[src/rtl/frag_pkg.sv]
package frag_pkg;
    typedef enum logic [1:0] {
        FATE_NONE   = 2'd0,
        FATE_OPAQUE = 2'd1,
        FATE_BLEND  = 2'd2
    } fate_e;
endpackage

[src/rtl/frag_modulate.sv]
module frag_modulate #(
    parameter int CW = 8
) (
    input  logic [3*CW-1:0] base_rgb,
    input  logic [3*CW-1:0] texel_rgb,
    output logic [3*CW-1:0] out_rgb
);
    localparam int SW = 2*CW + 1;
    localparam int MAXV = (1 << CW) - 1;
    localparam logic [SW-1:0] HALF_S = SW'(MAXV / 2);
    localparam logic [SW-1:0] MAX_S  = SW'(MAXV);

    for (genvar ch = 0; ch < 3; ch++) begin : g_ch
        logic [SW-1:0] prod;
        logic [SW-1:0] quo;
        always_comb begin
            prod = SW'(base_rgb[ch*CW +: CW]) * SW'(texel_rgb[ch*CW +: CW]) + HALF_S;
            quo  = prod / MAX_S;
            out_rgb[ch*CW +: CW] = quo[CW-1:0];
        end
    end
endmodule

[src/rtl/frag_blend.sv]
module frag_blend #(
    parameter int CW = 8
) (
    input  logic [3*CW-1:0] src_rgb,
    input  logic [3*CW-1:0] dst_rgb,
    input  logic [CW-1:0]   alpha,
    output logic [3*CW-1:0] out_rgb
);
    localparam int SW = 2*CW + 1;
    localparam int MAXV = (1 << CW) - 1;
    localparam logic [SW-1:0] HALF_S = SW'(MAXV / 2);
    localparam logic [SW-1:0] MAX_S  = SW'(MAXV);

    logic [SW-1:0] a_w;
    logic [SW-1:0] inv_w;
    assign a_w   = SW'(alpha);
    assign inv_w = MAX_S - a_w;

    for (genvar ch = 0; ch < 3; ch++) begin : g_ch
        logic [SW-1:0] acc;
        logic [SW-1:0] quo;
        always_comb begin
            acc = SW'(src_rgb[ch*CW +: CW]) * a_w
                + SW'(dst_rgb[ch*CW +: CW]) * inv_w + HALF_S;
            quo = acc / MAX_S;
            out_rgb[ch*CW +: CW] = quo[CW-1:0];
        end
    end
endmodule

[src/rtl/frag_hazard.sv]
module frag_hazard #(
    parameter int AW    = 8,
    parameter int SLOTS = 3
) (
    input  logic [SLOTS-1:0]    busy,
    input  logic [SLOTS*AW-1:0] addrs,
    input  logic [AW-1:0]       probe,
    output logic                hit
);
    logic [SLOTS-1:0] match;
    for (genvar s = 0; s < SLOTS; s++) begin : g_slot
        assign match[s] = busy[s] && (addrs[s*AW +: AW] == probe);
    end
    assign hit = |match;
endmodule

[src/rtl/frag_backend.sv]
module frag_backend
    import frag_pkg::*;
#(
    parameter int XW = 4,
    parameter int YW = 4,
    parameter int ZW = 16,
    parameter int CW = 8
) (
    input  logic                 clk,
    input  logic                 rst_n,
    input  logic                 in_valid,
    output logic                 in_ready,
    input  logic [XW-1:0]        in_x,
    input  logic [YW-1:0]        in_y,
    input  logic [ZW-1:0]        in_z,
    input  logic [3*CW-1:0]      in_rgb,
    input  logic [CW-1:0]        in_alpha,
    input  logic                 in_blend,
    input  logic [3*CW-1:0]      tex_rgb,
    output logic                 z_rd_en,
    output logic [XW+YW-1:0]     z_rd_addr,
    input  logic [ZW-1:0]        z_rd_data,
    output logic                 z_wr_en,
    output logic [XW+YW-1:0]     z_wr_addr,
    output logic [ZW-1:0]        z_wr_data,
    output logic                 c_rd_en,
    output logic [XW+YW-1:0]     c_rd_addr,
    input  logic [3*CW-1:0]      c_rd_data,
    output logic                 c_wr_en,
    output logic [XW+YW-1:0]     c_wr_addr,
    output logic [3*CW-1:0]      c_wr_data
);
    localparam int AW = XW + YW;
    localparam int PW = 3 * CW;
    localparam int SLOTS = 3;

    // Z stage
    logic          v1;
    logic [AW-1:0] a1;
    logic [ZW-1:0] z1;
    logic [PW-1:0] rgb1;
    logic [PW-1:0] tex1;
    logic [CW-1:0] alpha1;
    logic          blend1;
    // shade stage
    logic          v2;
    logic [AW-1:0] a2;
    logic [PW-1:0] shade2;
    logic [CW-1:0] alpha2;
    logic          blend2;
    // write stage
    fate_e         fate3;
    logic [AW-1:0] a3;
    logic [PW-1:0] shade3;
    logic [CW-1:0] alpha3;

    logic [AW-1:0] in_addr;
    logic          accept;
    logic          hit;
    logic          z_pass;
    logic          s2_keep;
    logic [PW-1:0] shade1;
    logic [PW-1:0] mixed;
    logic [SLOTS-1:0] busy_v;

    assign in_addr = {in_y, in_x};
    assign busy_v  = {fate3 != FATE_NONE, v2, v1};

    frag_hazard #(.AW(AW), .SLOTS(SLOTS)) u_hz (
        .busy  (busy_v),
        .addrs ({a3, a2, a1}),
        .probe (in_addr),
        .hit   (hit)
    );

    frag_modulate #(.CW(CW)) u_mod (
        .base_rgb  (rgb1),
        .texel_rgb (tex1),
        .out_rgb   (shade1)
    );

    frag_blend #(.CW(CW)) u_mix (
        .src_rgb (shade3),
        .dst_rgb (c_rd_data),
        .alpha   (alpha3),
        .out_rgb (mixed)
    );

    assign in_ready = !hit;
    assign accept   = in_valid && in_ready;
    assign z_pass   = v1 && (z1 < z_rd_data);
    assign s2_keep  = v2 && !(blend2 && (alpha2 == '0));

    // stage registers
    always_ff @(posedge clk) begin
        if (!rst_n) begin
            v1     <= 1'b0;
            v2     <= 1'b0;
            fate3  <= FATE_NONE;
            a1     <= '0;
            z1     <= '0;
            rgb1   <= '0;
            tex1   <= '0;
            alpha1 <= '0;
            blend1 <= 1'b0;
            a2     <= '0;
            shade2 <= '0;
            alpha2 <= '0;
            blend2 <= 1'b0;
            a3     <= '0;
            shade3 <= '0;
            alpha3 <= '0;
        end else begin
            v1 <= accept;
            if (accept) begin
                a1     <= in_addr;
                z1     <= in_z;
                rgb1   <= in_rgb;
                tex1   <= tex_rgb;
                alpha1 <= in_alpha;
                blend1 <= in_blend;
            end
            v2 <= z_pass;
            if (z_pass) begin
                a2     <= a1;
                shade2 <= shade1;
                alpha2 <= alpha1;
                blend2 <= blend1;
            end
            if (s2_keep) begin
                fate3  <= blend2 ? FATE_BLEND : FATE_OPAQUE;
                a3     <= a2;
                shade3 <= shade2;
                alpha3 <= alpha2;
            end else begin
                fate3  <= FATE_NONE;
            end
        end
    end

    // memory port drive
    always_comb begin
        z_rd_en   = accept;
        z_rd_addr = in_addr;
        z_wr_en   = z_pass;
        z_wr_addr = a1;
        z_wr_data = z1;
        c_rd_en   = s2_keep && blend2;
        c_rd_addr = a2;
        c_wr_addr = a3;
        unique case (fate3)
            FATE_NONE: begin
                c_wr_en   = 1'b0;
                c_wr_data = shade3;
            end
            FATE_OPAQUE: begin
                c_wr_en   = 1'b1;
                c_wr_data = shade3;
            end
            FATE_BLEND: begin
                c_wr_en   = 1'b1;
                c_wr_data = mixed;
            end
            default: begin
                c_wr_en   = 1'b0;
                c_wr_data = shade3;
            end
        endcase
    end
endmodule

[config.mk]
export PLATFORM = sky130hd
export DESIGN_NAME = frag_backend
export DESIGN_NICKNAME = d
export VERILOG_FILES = /design/src/rtl/frag_pkg.sv /design/src/rtl/frag_modulate.sv /design/src/rtl/frag_blend.sv /design/src/rtl/frag_hazard.sv /design/src/rtl/frag_backend.sv
export SDC_FILE = /design/constraint.sdc
export NUM_CORES = 2
export LEC_CHECK = 0
export BUFFER_PORTS_ARGS = -buffer_cell sky130_fd_sc_hd__buf_2
export CORE_MARGIN = 2
export CORE_UTILIZATION = 70
export DETAILED_ROUTE_END_ITERATION = 10
export PLACE_DENSITY = 0.9
export SLEW_MARGIN = 15
export SYNTH_ARGS = -nofsm -noshare
export SYNTH_HDL_FRONTEND = slang
export SYNTH_SLANG_ARGS = --single-unit
[constraint.sdc]
create_clock -name clk -period 41.2 [get_ports clk]
set_input_delay 8.24 -clock clk [delete_from_list [all_inputs] [get_ports clk]]
set_output_delay 8.24 -clock clk [all_outputs]
set_load 0.01 [all_outputs]
==> flow_summary.json <==
{
  "status": "complete, no violations",
  "overflow": 0,
  "cap_violations": 0,
  "fmax_mhz": 34.7,
  "grt_pass1_wl_mm": 189,
  "ys.flop_type": "dfxtp_1",
  "required_ns": 32.96,
  "regArea_um2": 3330,
  "cpPeakStageDelay_ns": 0.64,
  "finClkSkew_ns": 0.0185,
  "fin_crit_ns": 28.82,
  "finalNetCount": 6445,
  "worst_slew_pin_slew_ns": 1.07,
  "ys_ff_latch": 166,
  "relSlewSlack_pct": 28.4,
  "synth_top_area_share_pct": 18.6,
  "ant_nets": 0,
  "synth_top_cell_by_area": "fa_1",
  "seq_area_frac_synth_pct": 7.72,
  "yosys_warnings": 0,
  "hpwl_mm": 89.7,
  "syn_area_per_cell_um2": 7.75,
  "fillers": 4521,
  "io_buffers": 200,
  "hp-class": "reg -> reg",
  "area_growth_pct": 3.96,
  "num_vias": 41215,
  "clkTransAtPathRegs_ns": 0.07,
  "row_count": 90,
  "grt_use_total_pct": 35.2,
  "finalSetupViolCount": 0,
  "start_util_pct": 71.0,
  "drc": 0,
  "vias_per_cell": 6.50,
  "wl_per_cell_um": 17.9,
  "synthTopCellsByCount": "inv_1 (662), nand2_1 (649), fa_1 (399)",
  "cts_max_level": 4,
  "die_w_um": 252,
  "core_area_um2": 60600,
  "synth.area.top_cells": "fa_1 (19%), ha_1 (11%), dfxtp_1 (7.7%)",
  "cp-start-kind": "input pin",
  "synthDistinctLibCells": 133,
  "grt_max_degree": 121,
  "grt_pass1_vias": 40140,
  "synth-edff-count": 0,
  "drt_wl_total_mm": 114,
  "cts_max_path_buffers": 2,
  "ctsHoldBuffers": 0,
  "gp_congestion": 0.967,
  "rsz0062_at_grt": "no",
  "dieArea_um2": 63500,
  "yosysMostFrequentCell": "inv_1",
  "worst_ep_arrival_time_ns": 20.58,
  "cts-root-buf": "clkbuf_16",
  "clk_latency_ns": 0.46,
  "critPathCaptureType": "primary output",
  "finalCritPeriodShare_pct": 70.0,
  "layout-drive-gt1-share_pct": 8.41,
  "drtPass1Iterations": 11,
  "drtIter0Drc": 3408,
  "slew_violations": 0,
  "synthCells": 5552,
  "syn-num-nets": 6455,
  "fp.dieH_um": 252,
  "cts.sinks": 166,
  "cts_resized": 0,
  "finalSetupTns_ns": 0,
  "worstPathMaxFanout": 18,
  "crit_path_top_delay_cell": "nor4_1",
  "ios": 201,
  "syn-cell-area_um2": 43000,
  "cts_tree": "built",
  "hold_viol_final": 0,
  "cts_buffers": 17,
  "antenna_found_initial": 6,
  "cts_setup_buffers": 0,
  "multiInputGateArea_um2": 36200,
  "critPathKind": "in -> out",
  "ys_async_sr_fraction_pct": 0
}
-- layer usage --
layer | global-route usage, % | wire length, µm | up-vias
li1 | - | - | 19270
met1 | 45.3 | 46500 | 19804
met2 | 61.8 | 54900 | 1824
met3 | 3.21 | 8190 | 313
met4 | 12.7 | 3890 | 4
met5 | 0 | 31 | -
-- registers in the layout, indices dropped and copies added (netlist names), 8 cells and up --
| name | flops |
|---|---|
| z_wr_addr | 8 |
| shade3 | 24 |
| rgb1 | 24 |
| alpha2 | 8 |
| tex1 | 24 |
| z_wr_data | 16 |
| alpha3 | 8 |
| c_rd_addr | 8 |
| shade2 | 24 |
| alpha1 | 8 |
| c_wr_addr | 8 |
-- layout by cell type (no fill, tap or decap), drive strengths merged, types with 57 or more instances in the layout --
| cell type | netlist | layout |
|---|---|---|
| o211ai | 70 | 70 |
| a21boi | 146 | 146 |
| nand4 | 60 | 60 |
| inv | 664 | 670 |
| a21o | 76 | 76 |
| o21ai | 195 | 195 |
| and2 | 256 | 256 |
| buf | 58 | 217 |
| nor3 | 131 | 131 |
| a31oi | 69 | 69 |
| xnor2 | 153 | 153 |
| a211oi | 64 | 64 |
| ha | 380 | 380 |
| xor2 | 63 | 63 |
| nand2 | 650 | 650 |
| fa | 399 | 399 |
| nor2 | 266 | 266 |
| nand2b | 156 | 156 |
| or2 | 57 | 57 |
| nand3 | 113 | 113 |
| a21oi | 231 | 231 |
| nor2b | 114 | 114 |
| dfxtp | 166 | 166 |
-- cell type report --
| type | instances | share of cell area (%) |
|---|---|---|
| inverter | 664 | 5.57 |
| clock inverter | 15 | 0.364 |
| timing repair buffer | 217 | 2.53 |
| sequential | 166 | 7.43 |
| clock buffer | 17 | 0.951 |
| tap | 782 | 2.19 |
| antenna | 6 | 0.0336 |
| multi-input combinational | 4476 | 80.9 |
-- stage by stage --
| step | hold WS [ns] | instance area, µm² | cells | setup WS (ns) | utilization, % |
|---|---|---|---|---|---|
| 2_1_floorplan | 0.424 | 43000 | 5552 | 14.44 | - |
| 3_3_place_gp | 0.447 | 44100 | 6305 | 12.90 | 72.9 |
| 3_5_place_dp | 0.453 | 44100 | 6305 | 12.58 | 72.9 |
| 4_1_cts | 0.458 | 44700 | 6337 | 12.58 | 73.8 |
| 5_1_grt | 0.487 | 44700 | 6340 | 11.48 | 73.8 |
| 6_report | 0.461 | 44700 | 6343 | 12.38 | 73.9 |
-- final timing paths --
path                           start                       to  slack (ns)  cells after the start
max                     c_rd_data[2]             c_wr_data[0]       12.38                     42
min          shade2[18]$_SDFFE_PN0P_  shade3[18]$_SDFFE_PN0P_        0.46                      2
max reg2reg    rgb1[12]$_SDFFE_PN0P_   shade2[8]$_SDFFE_PN0P_       29.42                     37
min reg2reg  shade2[18]$_SDFFE_PN0P_  shade3[18]$_SDFFE_PN0P_        0.46                      2
-- worst max-delay path, delay by kind of cell --
family,cells,cell delay (ns)
mux,2,0.85
xor+xnor,1,0.13
buf+inv,7,0.55
simple gates,12,3.01
compound gates,12,4.15
fa+ha+maj,8,3.61
-- cell families (layout without fill, tap and decap cells) --
group                    count (synthesis)  after routing  synth area share [%]
flip-flops                             166            166                  7.72
multiplexers                            76             76                  1.85
AO/OA/AOI/OAI                         1345           1345                  23.1
other                                    0              6                     0
AND/OR/NAND/NOR                       2053           2053                  24.9
buffers and inverters                  910            913                  8.15
adder cells (fa/ha/maj)                786            786                  29.8
XOR/XNOR                               216            216                  4.50
Power is not shown: default switching activity piles up to over one toggle a cycle in this logic, so the estimate is an artifact.
